$ cat config.mk
export PLATFORM = sky130hd
export DESIGN_NAME = irq_prio_ctrl
export DESIGN_NICKNAME = d
export VERILOG_FILES = /design/src/rtl/irq_pkg.sv /design/src/rtl/irq_ctrl.sv /design/src/rtl/irq_datapath.sv /design/src/rtl/irq_prio_ctrl.sv
export SDC_FILE = /design/constraint.sdc
export NUM_CORES = 1
export LEC_CHECK = 0
export ABC_AREA = 1
export ABC_CLOCK_PERIOD_IN_PS = 4500
export BUFFER_PORTS_ARGS = -buffer_cell sky130_fd_sc_hd__buf_2
export CAP_MARGIN = 10
export CORE_AREA = 2 2 82 84
export CTS_CLUSTER_DIAMETER = 30
export DETAILED_ROUTE_END_ITERATION = 8
export DIE_AREA = 0 0 84 86
export HOLD_SLACK_MARGIN = 0.05
export PLACE_DENSITY_LB_ADDON = 0.1
export SLEW_MARGIN = 15
export SYNTH_ARGS = -nofsm -noshare
export SYNTH_HDL_FRONTEND = slang
export SYNTH_SLANG_ARGS = --single-unit
$ cat constraint.sdc
create_clock -name clk -period 4.5 [get_ports clk]
set_input_delay 0.675 -clock clk [delete_from_list [all_inputs] [get_ports clk]]
set_output_delay 0.675 -clock clk [all_outputs]
set_load 0.005 [all_outputs]
$ cat src/rtl/irq_pkg.sv
package irq_pkg;
  localparam int NUM_SRC = 16;
  localparam int SRC_W   = $clog2(NUM_SRC);

  // Control-to-datapath strobes
  typedef struct packed {
    logic             accept;   // a request is taken this cycle
    logic [SRC_W-1:0] winner;   // source number of the taken request
    logic             saveIc;   // capture instruction counter this cycle
  } ctrl_strobe_t;
endpackage

$ cat src/rtl/irq_ctrl.sv
module irq_ctrl
  import irq_pkg::*;
#(
  parameter logic [NUM_SRC-1:0] MaskExempt = 16'h0021,
  parameter logic [NUM_SRC-1:0] GateExempt = 16'h0023
) (
  input  logic               clk,
  input  logic               rstN,
  input  logic [NUM_SRC-1:0] pend,
  input  logic [NUM_SRC-1:0] mask,
  input  logic               callStrobe,
  input  logic               enableStrobe,
  input  logic               disableStrobe,
  output ctrl_strobe_t       strb,
  output logic               intEnable
);

  logic [NUM_SRC-1:0] serv;
  logic [SRC_W-1:0]   winnerId;
  logic               anyServ;

  // Per-source eligibility
  for (genvar g = 0; g < NUM_SRC; g++) begin : g_elig
    assign serv[g] = pend[g] & (~mask[g] | MaskExempt[g]) & (intEnable | GateExempt[g]);
  end

  // Fixed priority: lowest number wins
  always_comb begin
    winnerId = '0;
    anyServ  = 1'b0;
    for (int i = NUM_SRC - 1; i >= 0; i--) begin
      if (serv[i]) begin
        winnerId = SRC_W'(i);
        anyServ  = 1'b1;
      end
    end
  end

  always_comb begin
    strb.accept = anyServ;
    strb.winner = winnerId;
    strb.saveIc = anyServ | callStrobe;
  end

  // Global enable; acceptance beats the enable strobe
  always_ff @(posedge clk or negedge rstN) begin
    if (!rstN) begin
      intEnable <= 1'b0;
    end else if (anyServ || disableStrobe) begin
      intEnable <= 1'b0;
    end else if (enableStrobe) begin
      intEnable <= 1'b1;
    end
  end


  prio_lowest_chk: assert property (@(posedge clk) disable iff (!rstN)
    strb.accept |-> ((pend & (~mask | MaskExempt) & (GateExempt | {NUM_SRC{intEnable}})
                      & ((NUM_SRC'(1) << strb.winner) - NUM_SRC'(1))) == '0));


  enable_drop_chk: assert property (@(posedge clk) disable iff (!rstN)
    strb.accept |=> !intEnable);


  gate_respect_chk: assert property (@(posedge clk) disable iff (!rstN)
    (strb.accept && !intEnable) |-> GateExempt[strb.winner]);


  disable_strobe_chk: assert property (@(posedge clk) disable iff (!rstN)
    disableStrobe |=> !intEnable);
endmodule

$ cat src/rtl/irq_datapath.sv
module irq_datapath
  import irq_pkg::*;
#(
  parameter int                 IcW       = 16,
  parameter int unsigned        VecBase   = 32'h0020,
  parameter int unsigned        VecStride = 2,
  parameter logic [NUM_SRC-1:0] LevelMask = 16'h0068
) (
  input  logic               clk,
  input  logic               rstN,
  input  logic [NUM_SRC-1:0] irqIn,
  input  logic [IcW-1:0]     icIn,
  input  ctrl_strobe_t       strb,
  input  logic               regWrEn,
  input  logic [1:0]         regAddr,
  input  logic [IcW-1:0]     regWrData,
  output logic [NUM_SRC-1:0] pend,
  output logic [NUM_SRC-1:0] mask,
  output logic [IcW-1:0]     regRdData,
  output logic               redirectValid,
  output logic [IcW-1:0]     redirectAddr
);

  localparam logic [1:0] ADDR_PEND = 2'd0;
  localparam logic [1:0] ADDR_MASK = 2'd1;
  localparam logic [1:0] ADDR_SAVE = 2'd2;

  logic [NUM_SRC-1:0] irqPrev;
  logic [NUM_SRC-1:0] edgeNow;
  logic [NUM_SRC-1:0] swClr;
  logic [NUM_SRC-1:0] accClr;
  logic [IcW-1:0]     saveReg;

  assign edgeNow = irqIn & ~irqPrev;
  assign swClr   = (regWrEn && regAddr == ADDR_PEND) ? regWrData[NUM_SRC-1:0] : '0;
  assign accClr  = strb.accept ? (NUM_SRC'(1) << strb.winner) : '0;

  always_ff @(posedge clk or negedge rstN) begin
    if (!rstN) irqPrev <= '0;
    else       irqPrev <= irqIn;
  end

  // Pending bits: level sources follow input, edge sources latch
  for (genvar g = 0; g < NUM_SRC; g++) begin : g_pend
    if (LevelMask[g]) begin : g_level
      always_ff @(posedge clk or negedge rstN) begin
        if (!rstN) pend[g] <= 1'b0;
        else       pend[g] <= irqIn[g];
      end
    end else begin : g_edge
      always_ff @(posedge clk or negedge rstN) begin
        if (!rstN) pend[g] <= 1'b0;
        else       pend[g] <= (pend[g] & ~swClr[g] & ~accClr[g]) | edgeNow[g];
      end
    end
  end

  always_ff @(posedge clk or negedge rstN) begin
    if (!rstN) begin
      mask <= '0;
    end else if (regWrEn && regAddr == ADDR_MASK) begin
      mask <= regWrData[NUM_SRC-1:0];
    end
  end

  always_ff @(posedge clk or negedge rstN) begin
    if (!rstN) begin
      saveReg <= '0;
    end else if (strb.saveIc) begin
      saveReg <= icIn;
    end
  end

  always_ff @(posedge clk or negedge rstN) begin
    if (!rstN) begin
      redirectValid <= 1'b0;
      redirectAddr  <= '0;
    end else begin
      redirectValid <= strb.accept;
      if (strb.accept) begin
        redirectAddr <= IcW'(VecBase) + IcW'(strb.winner) * IcW'(VecStride);
      end
    end
  end

  always_comb begin
    regRdData = '0;
    case (regAddr)
      ADDR_PEND: regRdData[NUM_SRC-1:0] = pend;
      ADDR_MASK: regRdData[NUM_SRC-1:0] = mask;
      ADDR_SAVE: regRdData = saveReg;
      default:   regRdData = '0;
    endcase
  end


  edge_capture_chk: assert property (@(posedge clk) disable iff (!rstN)
    |(edgeNow & ~LevelMask) |=> ((pend & $past(edgeNow & ~LevelMask)) == $past(edgeNow & ~LevelMask)));


  level_follow_chk: assert property (@(posedge clk) disable iff (!rstN)
    ##1 ((pend & LevelMask) == ($past(irqIn) & LevelMask)));


  accept_clear_chk: assert property (@(posedge clk) disable iff (!rstN)
    (strb.accept && !LevelMask[strb.winner] && !edgeNow[strb.winner])
      |=> !pend[$past(strb.winner)]);


  save_capture_chk: assert property (@(posedge clk) disable iff (!rstN)
    strb.saveIc |=> (saveReg == $past(icIn)));


  vector_grid_chk: assert property (@(posedge clk) disable iff (!rstN)
    redirectValid |-> ((32'(redirectAddr) - VecBase) % VecStride == 0));
endmodule

$ cat src/rtl/irq_prio_ctrl.sv
module irq_prio_ctrl
  import irq_pkg::*;
#(
  parameter int                 IcW        = 16,
  parameter int unsigned        VecBase    = 32'h0020,
  parameter int unsigned        VecStride  = 2,
  parameter logic [NUM_SRC-1:0] LevelMask  = 16'h0068,
  parameter logic [NUM_SRC-1:0] MaskExempt = 16'h0021,
  parameter logic [NUM_SRC-1:0] GateExempt = 16'h0023
) (
  input  logic               clk,
  input  logic               rstN,
  input  logic [NUM_SRC-1:0] irqIn,
  input  logic [IcW-1:0]     icIn,
  input  logic               callStrobe,
  input  logic               enableStrobe,
  input  logic               disableStrobe,
  input  logic               regWrEn,
  input  logic [1:0]         regAddr,
  input  logic [IcW-1:0]     regWrData,
  output logic [IcW-1:0]     regRdData,
  output logic               intEnable,
  output logic               redirectValid,
  output logic [IcW-1:0]     redirectAddr
);

  ctrl_strobe_t       strb;
  logic [NUM_SRC-1:0] pend;
  logic [NUM_SRC-1:0] mask;

  irq_ctrl #(
    .MaskExempt (MaskExempt),
    .GateExempt (GateExempt)
  ) u_ctrl (
    .clk           (clk),
    .rstN          (rstN),
    .pend          (pend),
    .mask          (mask),
    .callStrobe    (callStrobe),
    .enableStrobe  (enableStrobe),
    .disableStrobe (disableStrobe),
    .strb          (strb),
    .intEnable     (intEnable)
  );

  irq_datapath #(
    .IcW       (IcW),
    .VecBase   (VecBase),
    .VecStride (VecStride),
    .LevelMask (LevelMask)
  ) u_dp (
    .clk           (clk),
    .rstN          (rstN),
    .irqIn         (irqIn),
    .icIn          (icIn),
    .strb          (strb),
    .regWrEn       (regWrEn),
    .regAddr       (regAddr),
    .regWrData     (regWrData),
    .pend          (pend),
    .mask          (mask),
    .regRdData     (regRdData),
    .redirectValid (redirectValid),
    .redirectAddr  (redirectAddr)
  );
endmodule

==> impl_metrics.yaml <==
logic_synthesis:
  synth_cells: 395
  synth_cell_types: 27
  synth_edf_count: 0
  synthArstFlopShare_pct: 100
  synth-main-ff-cell: "dfrtp_1"
  synth-seq-area-share_pct: 50.6
  syn_avg_cell_area_um2: 8.51
  syn_area_um2: 3360
  yosysWarningCount: 0
  ys_seq_elements: 68
sta:
  finalCritPeriodShare_pct: 59.1
  setup_ws_ns: 1.84
  fin_crit_ns: 2.66
  worst_pin_slew_ns: 1.02
  finalSetupViolations: 0
  max_slew_margin_pct: 31.5
  hold_violations: 0
  grt_setup_unrepaired: "no"
  tns_ns: 0
  final-max-slew-violation-count: 0
  fmax_mhz: 376
  fin_skew_ns: 0.0149
cells_and_area:
  fin_area_um2: 3930
  drive_gt1_share_pct: 30.2
  fillCellCount: 585
  antenna_cells: 0
  nets: 529
  syn2layout_area_growth_pct: 16.8
clock_tree:
  post_cts_buffers: 0
  hold_buffers: 0
  cts_tree: "yes"
  insertion_delay_ns: 0.34
  htree_levels: 3
  clk_pin_slew_ns: 0.07
  cts_sinks: 68
  root_buffer: "clkbuf_8"
  clock_path_buffers: 2
  cts_buffers: 9
  cts_resized: 0
hold_path:
  hold_end: "u_dp.pend[0]"
  hold_start: "u_dp.irqPrev[0]"
  worstHoldPathType: "flop to flop"
  whs_path_depth: 1
run_status:
  status: "completed"
critical_path:
  r2r-end: "u_dp.saveReg[12]"
  reg2reg_slack_ns: 2.01
  critical_path.max_fanout: 17
  reg2reg_depth: 12
  r2r_start: "u_ctrl.intEnable"
  worstPathArrival_ns: 1.98
  crit_type: "primary input to output pin"
  worst_setup_path_end_kind: "output pin"
  cp-start-kind: "primary input"
  cp.required_ns: 3.83
  startpoint: "regAddr[1]"
detailed_routing:
  initialDrtViolationCount: 154
  drt-total-wl_mm: 7.30
  avgRoutedWirePerCell_um: 13.2
  viasPerCell: 4.99
  dr.pass1.iters: 4
  wl_met1_mm: 3.46
  vias: 2763
  ant_nets: 0
  drc: 0
  top_layer_used: "met4"
  met3_length_um: 424
  wl_met2_mm: 3.30
power:
  power_mw: 1.51
  p_leak_nw: 2.14
  p_per_area_nw_per_um2: 384
  vdd.ir_drop.worst_mv: 0.238
global_route:
  grt_pass1_vias: 2712
  grt_antenna_before_repair: 0
  track_usage_pct: 21.9
  grt_start_max_net_pins: 47
  grt_pass1_wl_mm: 12.5
  grt.overflow.total: 0
floorplan:
  die_x_um: 84
  core_um2: 6280
  die-area_um2: 7220
  io_pins: 90
  rows: 29
  die_y_um: 86
  initial_core_util_pct: 53.6
place:
  portBuffers: 78
  placed_cell_area_um2: 3740
  dp_worst_setup_slack_ns: 1.76
  place_congestion: 0.855
  hpwl_mm: 5.47
run:
  drv_cap: 0
-- cell usage in the layout, fill, tap and decap left out, types with 3 or more instances in the layout --
cell / n
conb_1: 11
nand2_2: 14
o21ai_0: 28
nand3_1: 14
clkbuf_8: 10
o211ai_1: 3
clkinv_2: 3
o21ai_2: 16
o221ai_1: 14
nand2_1: 97
nand3_2: 5
dfrtp_1: 68
nor2_1: 11
a21oi_1: 4
inv_2: 7
buf_2: 78
inv_1: 71
nand4_1: 5
-- per-stage QoR --
stage | hold slack (ns) | utilization, % | instances
after detailed placement | 0.395 | 59.5 | 539
after global routing | 0.420 | 62.6 | 554
final | 0.409 | 62.6 | 554
after global placement | 0.385 | 59.5 | 539
after CTS | 0.405 | 62.6 | 554
after floorplan | 0.376 | - | 405
-- metal layers --
layer,up-vias,track usage [%]
li1,1390,-
met1,1273,30.5
met2,90,34.0
met3,10,3.85
met4,0,9.53
met5,-,0
-- sequential cells by signal, summed over array words and instances (netlist names) --
register / cells
u_dp.redirectValid: 1
u_ctrl.intEnable: 1
u_dp.redirectAddr: 5
u_dp.mask: 16
u_dp.saveReg: 16
u_dp.irqPrev: 16
u_dp.pend: 13
-- cell usage after synthesis (5+ instances only) --
| cell | n | area [µm²] |
|---|---|---|
| nand2_1 | 97 | 364 |
| inv_1 | 71 | 267 |
| dfrtp_1 | 68 | 1700 |
| o21ai_0 | 28 | 140 |
| o21ai_2 | 16 | 140 |
| nand2_2 | 14 | 87.6 |
| nand3_1 | 14 | 70.1 |
| o221ai_1 | 14 | 123 |
| buf_4 | 11 | 82.6 |
| nor2_1 | 11 | 41.3 |
| clkbuf_1 | 7 | 26.3 |
| inv_2 | 7 | 26.3 |
| buf_6 | 5 | 56.3 |
| nand3_2 | 5 | 50.1 |
| nand4_1 | 5 | 31.3 |
-- layout make-up --
class | instances | area, µm² | share of cell area [%]
flip-flops and latches | 68 | 1700 | 43.3
repair buffers | 80 | 405 | 10.3
multi-input cells | 236 | 1240 | 31.6
inverters | 78 | 293 | 7.45
clock inverters | 5 | 52.6 | 1.34
clock buffers | 10 | 138 | 3.50
well taps | 77 | 96.3 | 2.45
-- cells by family after synthesis --
family / count (synthesis) / synth area share [%]
muxes: 2 / 0.670
and+or+nand+nor: 154 / 20.9
AOI/OAI and AO/OA: 69 / 14.1
DFF: 68 / 50.6
other: 1 / 0.112
buffers and inverters: 101 / 13.6
-- where the power goes --
group / total, mW / internal [mW] / switching [mW] / leakage [nW]
clock: 0.485 / 0.265 / 0.220 / 0.0979
combinational: 0.298 / 0.114 / 0.185 / 1.25
sequential: 0.723 / 0.683 / 0.0401 / 0.789
-- critical path: stages --
cell	delay [ns]
buf_2	0.11
nor2_1	0.78
nand2_1	0.12
o211ai_1	0.14
buf_2	0.15
-- how the worst max path moves through the flow --
stage                          to  slack (ns)
floorplan           regRdData[10]        2.41
global placement    regRdData[15]        1.79
detailed placement   u_dp.pend[8]        1.76
CTS                  regRdData[0]        1.79
global route         regRdData[3]        1.65
finish               regRdData[0]        1.84
Note: power is estimated with default switching activity, not from simulation.
